**src/rtl/cpd_pkg.sv**
```systemverilog
package cpd_pkg;

  // Verdict a judge reaches on the edge that ends a low interval.
  typedef enum logic [1:0] {
    VERDICT_NONE   = 2'd0,
    VERDICT_ACCEPT = 2'd1,
    VERDICT_REJECT = 2'd2
  } verdict_e;

  // Counter width able to hold limit+1 so the all-ones saturation value
  // always lies beyond the largest length that matters.
  function automatic int unsigned cnt_bits(input int unsigned limit);
    return $clog2(limit + 2);
  endfunction

endpackage

```
**src/rtl/cpd_sync.sv**
```systemverilog
module cpd_sync #(
  parameter int unsigned W = 2
) (
  input  logic         clk_i,
  input  logic         rst_ni,
  input  logic [W-1:0] async_i,
  output logic [W-1:0] sync_o
);

  // Idle level of an active-low line is high, so both stages reset to 1.
  for (genvar b = 0; b < W; b++) begin : g_bit
    logic meta_q;
    logic stable_q;
    always_ff @(posedge clk_i or negedge rst_ni) begin
      if (!rst_ni) begin
        meta_q   <= 1'b1;
        stable_q <= 1'b1;
      end else begin
        meta_q   <= async_i[b];
        stable_q <= meta_q;
      end
    end
    assign sync_o[b] = stable_q;
  end

endmodule

```
**src/rtl/cpd_width_meter.sv**
```systemverilog
module cpd_width_meter #(
  parameter int unsigned CW = 8
) (
  input  logic          clk_i,
  input  logic          rst_ni,
  input  logic          lvl_i,
  output logic          rise_o,
  output logic [CW-1:0] len_o
);

  localparam logic [CW-1:0] CNT_TOP = {CW{1'b1}};

  logic          lvl_q;
  logic [CW-1:0] cnt_q;

  // Counts sampled-low clocks; holds at the top value instead of wrapping.
  always_ff @(posedge clk_i or negedge rst_ni) begin
    if (!rst_ni) begin
      lvl_q <= 1'b1;
      cnt_q <= '0;
    end else begin
      lvl_q <= lvl_i;
      if (lvl_i) begin
        cnt_q <= '0;
      end else if (cnt_q != CNT_TOP) begin
        cnt_q <= cnt_q + 1'b1;
      end
    end
  end

  assign rise_o = lvl_i & ~lvl_q;
  assign len_o  = cnt_q;

endmodule

```
**src/rtl/cpd_judge.sv**
```systemverilog
module cpd_judge
  import cpd_pkg::*;
#(
  parameter int unsigned CW      = 8,
  parameter int unsigned MIN_LEN = 1,
  parameter int unsigned MAX_LEN = 1,
  parameter bit          BOUNDED = 1'b1
) (
  input  logic          clk_i,
  input  logic          rst_ni,
  input  logic          rise_i,
  input  logic [CW-1:0] len_i,
  output logic          accept_o,
  output logic          reject_o
);

  localparam logic [CW-1:0] LO = CW'(MIN_LEN);

  logic     fits;
  verdict_e verdict;

  if (BOUNDED) begin : g_window
    localparam logic [CW-1:0] HI = CW'(MAX_LEN);
    assign fits = (len_i >= LO) && (len_i <= HI);
  end else begin : g_floor
    assign fits = (len_i >= LO);
  end

  always_comb begin
    verdict = VERDICT_NONE;
    if (rise_i) begin
      verdict = fits ? VERDICT_ACCEPT : VERDICT_REJECT;
    end
  end

  always_ff @(posedge clk_i or negedge rst_ni) begin
    if (!rst_ni) begin
      accept_o <= 1'b0;
      reject_o <= 1'b0;
    end else begin
      accept_o <= (verdict == VERDICT_ACCEPT);
      reject_o <= (verdict == VERDICT_REJECT);
    end
  end

endmodule

```
**src/rtl/cpd_busy_drive.sv**
```systemverilog
module cpd_busy_drive (
  input  logic clk_i,
  input  logic rst_ni,
  input  logic busy_i,
  input  logic force_i,
  output logic busy_line_no
);

  // Line reports busy during chip reset and whenever forced.
  always_ff @(posedge clk_i or negedge rst_ni) begin
    if (!rst_ni) begin
      busy_line_no <= 1'b0;
    end else begin
      busy_line_no <= ~(busy_i | force_i);
    end
  end

endmodule

```
**src/rtl/control_pulse_discriminator.sv**
```systemverilog
module control_pulse_discriminator
  import cpd_pkg::*;
#(
  parameter int unsigned ATN_MIN_LEN = 40,
  parameter int unsigned ATN_MAX_LEN = 60,
  parameter int unsigned RST_MIN_LEN = 2_000_000
) (
  input  logic clk_i,
  input  logic rst_ni,
  input  logic host_rst_line_ni,
  input  logic host_atn_line_ni,
  input  logic busy_i,
  output logic busy_line_no,
  output logic reset_req_o,
  output logic attn_req_o,
  output logic reset_rej_o,
  output logic attn_rej_o
);

  localparam int unsigned RST_CW = cnt_bits(RST_MIN_LEN);
  localparam int unsigned ATN_CW = cnt_bits(ATN_MAX_LEN);
  localparam logic [RST_CW-1:0] RST_HOLD = RST_CW'(RST_MIN_LEN);

  logic [1:0]        lines_sync;
  logic              rst_lvl, atn_lvl;
  logic              rst_rise, atn_rise;
  logic [RST_CW-1:0] rst_len;
  logic [ATN_CW-1:0] atn_len;
  logic              rst_hold;

  cpd_sync #(.W(2)) u_sync (
    .clk_i   (clk_i),
    .rst_ni  (rst_ni),
    .async_i ({host_rst_line_ni, host_atn_line_ni}),
    .sync_o  (lines_sync)
  );

  assign rst_lvl = lines_sync[1];
  assign atn_lvl = lines_sync[0];

  cpd_width_meter #(.CW(RST_CW)) u_rst_meter (
    .clk_i  (clk_i),
    .rst_ni (rst_ni),
    .lvl_i  (rst_lvl),
    .rise_o (rst_rise),
    .len_o  (rst_len)
  );

  cpd_width_meter #(.CW(ATN_CW)) u_atn_meter (
    .clk_i  (clk_i),
    .rst_ni (rst_ni),
    .lvl_i  (atn_lvl),
    .rise_o (atn_rise),
    .len_o  (atn_len)
  );

  cpd_judge #(
    .CW      (RST_CW),
    .MIN_LEN (RST_MIN_LEN),
    .MAX_LEN (RST_MIN_LEN),
    .BOUNDED (1'b0)
  ) u_rst_judge (
    .clk_i    (clk_i),
    .rst_ni   (rst_ni),
    .rise_i   (rst_rise),
    .len_i    (rst_len),
    .accept_o (reset_req_o),
    .reject_o (reset_rej_o)
  );

  cpd_judge #(
    .CW      (ATN_CW),
    .MIN_LEN (ATN_MIN_LEN),
    .MAX_LEN (ATN_MAX_LEN),
    .BOUNDED (1'b1)
  ) u_atn_judge (
    .clk_i    (clk_i),
    .rst_ni   (rst_ni),
    .rise_i   (atn_rise),
    .len_i    (atn_len),
    .accept_o (attn_req_o),
    .reject_o (attn_rej_o)
  );

  // A reset pulse that has already qualified and is still low.
  assign rst_hold = ~rst_lvl & (rst_len >= RST_HOLD);

  cpd_busy_drive u_busy (
    .clk_i        (clk_i),
    .rst_ni       (rst_ni),
    .busy_i       (busy_i),
    .force_i      (rst_hold),
    .busy_line_no (busy_line_no)
  );

endmodule

```
**config.mk**
```make
export PLATFORM = sky130hd
export DESIGN_NAME = control_pulse_discriminator
export DESIGN_NICKNAME = d
export VERILOG_FILES = /design/src/rtl/cpd_pkg.sv /design/src/rtl/cpd_sync.sv /design/src/rtl/cpd_width_meter.sv /design/src/rtl/cpd_judge.sv /design/src/rtl/cpd_busy_drive.sv /design/src/rtl/control_pulse_discriminator.sv
export SDC_FILE = /design/constraint.sdc
export NUM_CORES = 1
export LEC_CHECK = 0
export BUFFER_PORTS_ARGS = -buffer_cell sky130_fd_sc_hd__buf_2
export CORE_MARGIN = 2
export CORE_UTILIZATION = 50
export CTS_BUF_LIST = sky130_fd_sc_hd__clkbuf_8
export DETAILED_ROUTE_END_ITERATION = 12
export HOLD_SLACK_MARGIN = 0.02
export PLACE_DENSITY = 0.67
export SLEW_MARGIN = 20
export SYNTH_ARGS = -nofsm -noshare
export SYNTH_HDL_FRONTEND = slang
export SYNTH_HIERARCHICAL = 1
export SYNTH_SLANG_ARGS = --single-unit
```
**constraint.sdc**
```tcl
create_clock -name clk_i -period 2.6 [get_ports clk_i]
set_input_delay 0.52 -clock clk_i [delete_from_list [all_inputs] [get_ports clk_i]]
set_output_delay 0.52 -clock clk_i [all_outputs]
set_load 0.01 [all_outputs]
```
==> run_results.csv <==
group,metric,value,unit
timing,worst_slew_pin_slew,827,ps
critical_path,startpoint_type,"flip-flop",
cts,cts_root_buf,"clkbuf_8",
critical_path,cp_data_required_time,2780,ps
cts,postCtsSetupBuffers,0,
synth,synth_top_area_cell,"dfrtp_1",
timing,setup_viol,0,
synth,yosysWarnings,6,
routing,via_count,1603,
power,ir_drop,0.281,mV
cts,clock_latency,300,ps
critical_path,end_kind,"flip-flop",
placed_design,place_congestion,0.819,
timing,maxSlewViolCount,0,
timing,finalSetupTns,0,ps
finish,num-fill-cells,340,
floorplanning,rows,23,
power,power.internal,1.04,mW
timing,finalCritPeriodShare,74.7,%
cts,tritoncts,"done",
synth,async_flop_share,100,%
floorplanning,start_util,51.5,%
floorplanning,die_x,68.0,µm
timing,finalHoldViolations,0,
routing,firstDrtPassIters,5,
routing,drt_iter0_drc,99,
power,p_leak,0.908,nW
timing,skew,7.60,ps
critical_path,crit_fanout,11,
cts,postCtsHoldBufs,0,
finish,drive_gt1_share,21.7,%
floorplanning,die-area,0.00462,mm²
placed_design,placed_area,0.00209,mm²
routing,drc,0,
routing,via_per_inst,6.24,
timing,rsz0062_at_grt,"false",
routing,ant_nets,0,
power,p_sw,257,µW
run_status,outcome,"finished clean",
synth,yosys.area.top_type_share,39.1,%
cts,clkSinkCount,38,
floorplanning,core_area,0.00397,mm²
timing,post-route-min-period,1940,ps
floorplanning,ios,10,
power,power_frac_seq,48.6,%
finish,finish.utilization,56.2,%
placed_design,portBuffers,9,
global_routing,grt_pass1_wl,6.70,mm
cts,cts-resized-gates,0,
critical_path,path_class,"flip-flop to flip-flop",
routing,met2WireLength,1.77,mm
floorplanning,die_y,68.0,µm
power,power.share.switching,19.8,%
synth,synth_commonest_cells,"dfrtp_1, a21oi_1, nor2_1, nor2b_1",
synth,syn_nets,206,
placed_design,dp_hpwl,2.63,mm
routing,met1_length,1.85,mm
routing,drt_wl_total,3.89,mm
finish,fin_nets,213,
finish,syn_to_final_growth,9.05,%
power,power_frac_clock,47.8,%
global_routing,antenna_found_initial,0,
global_routing,grt_max_degree,39,
placed_design,dp_cells,249,
timing,timing.fmax,0.515,GHz
global_routing,grt_pass1_vias,1476,
global_routing,globalRoute.totalOverflow,0,
power,p_comb_share,3.6,%
synth,ys_top_cells_by_area,"dfrtp_1, dfstp_2, mux2_2",
critical_path,critPathArrivalTime,2130,ps
power,powerDensity,580,mW/mm²
synth,netlist_instances,199,
synth,ys_types,48,
flow_run,drv_cap,0,
synth,avgSynthCellArea,10.3,µm²
synth,ys_seq_elements,38,
finish,final_cell_area,0.00223,mm²
routing,top_layer_used,"met4",
min_path,hp-class,"input pin to asynchronous set/reset pin",
timing,fin_hold_ws,319,ps
finish,finalNonFillerCells,257,
synth,yosysMostFrequentCell,"dfrtp_1",
routing,dr_wl_met3,197,µm
synth,syn_area,0.00205,mm²
cts,cts_buffers,5,
synth,synth_ff_type,"dfrtp_1",
finish,num_antenna_cells,0,
synth,ys_seq_area_share,46.8,%
global_routing,grt_use_total,19.7,%
cts,clock_path_buffers,2,
cts,clkSlewWorstSetupHoldPaths,80,ps
synth,synth-edff-count,0,
routing,wl_per_cell,15.1,µm
timing,relSlewSlack,44.9,%
cts,cts_max_level,2,
through the flow:
stage	setup WS, ps	total power [mW]
6_report	658	1.30
4_1_cts	658	1.31
3_5_place_dp	671	0.689
3_3_place_gp	698	0.685
5_1_grt	565	1.35
2_1_floorplan	762	0.666
path summary, 6_finish.rpt:
path | start | to | slack, ps | depth (start not counted)
min reg2reg | u_sync/g_bit[0].meta_q | u_sync/g_bit[0].stable_q | 360 | 0
min in group clk_i | host_rst_line_ni | u_sync/g_bit[1].meta_q | 320 | 1
max in group asynchronous | rst_ni | u_atn_meter/len_o[0] | 1760 | 1
max | u_rst_meter/len_o[0] | u_rst_meter/len_o[7] | 660 | 5
max reg2reg | u_rst_meter/len_o[0] | u_rst_meter/len_o[7] | 660 | 5
min | rst_ni | u_atn_judge/accept_o | 320 | 1
cell type report:
class	instances	area [µm²]	area share, %
Timing Repair Buffer	10	52.6	2.35
Multi-Input combinational cell	147	1000	44.8
Tap cell	50	62.6	2.80
Clock inverter	2	60.1	2.69
Inverter	4	15.0	0.673
Clock buffer	6	82.6	3.70
Sequential cell	38	958	42.9
power by group through the flow:
stage,registers [mW],logic [mW],clock network [mW]
after global placement,0.640,0.0452,0
after detailed placement,0.641,0.0483,0
after floorplan,0.631,0.0354,0
after CTS,0.630,0.0481,0.633
final,0.630,0.0463,0.619
after global routing,0.633,0.0538,0.663
state kept, by name (all words and copies together), names as in the netlist:
name,cells
u_rst_meter/len_o,21
u_rst_judge/accept_o,1
u_atn_judge/accept_o,1
u_sync/g_bit.stable_q,2
u_atn_meter/lvl_q,1
u_busy/busy_line_no,1
u_sync/g_bit.meta_q,2
u_atn_meter/len_o,6
u_rst_meter/lvl_q,1
u_rst_judge/reject_o,1
u_atn_judge/reject_o,1
cells in the final DEF (no fill, tap or decap), drive strengths merged, types with 9 or more instances in the layout:
master / instances
nand3: 9
nand4: 10
nor2: 15
buf: 10
nor2b: 11
dfrtp: 32
a21oi: 15
nor3: 11
mux2: 9
nand2: 9
kinds of logic after synthesis:
family,share of synthesized area [%]
simple gates,28.1
compound gates,14.2
flops,46.8
xor+xnor,0.428
mux,4.95
buf+inv,4.28
fa+ha+maj,1.22
metal layers:
layer | vias to the layer above | global-route usage, %
met3 | 8 | 6.25
met1 | 793 | 26.2
met2 | 39 | 29.9
met5 | - | 0
li1 | 763 | -
met4 | 0 | 7.75
worst max-delay path: stages, from the launching register on:
cell      delay (ps)
dfrtp_1          400
ha_1             240
and4_1           310
and4_4           270
a211oi_1         250
mux2_2           360
(Power assumes the default switching activity.)
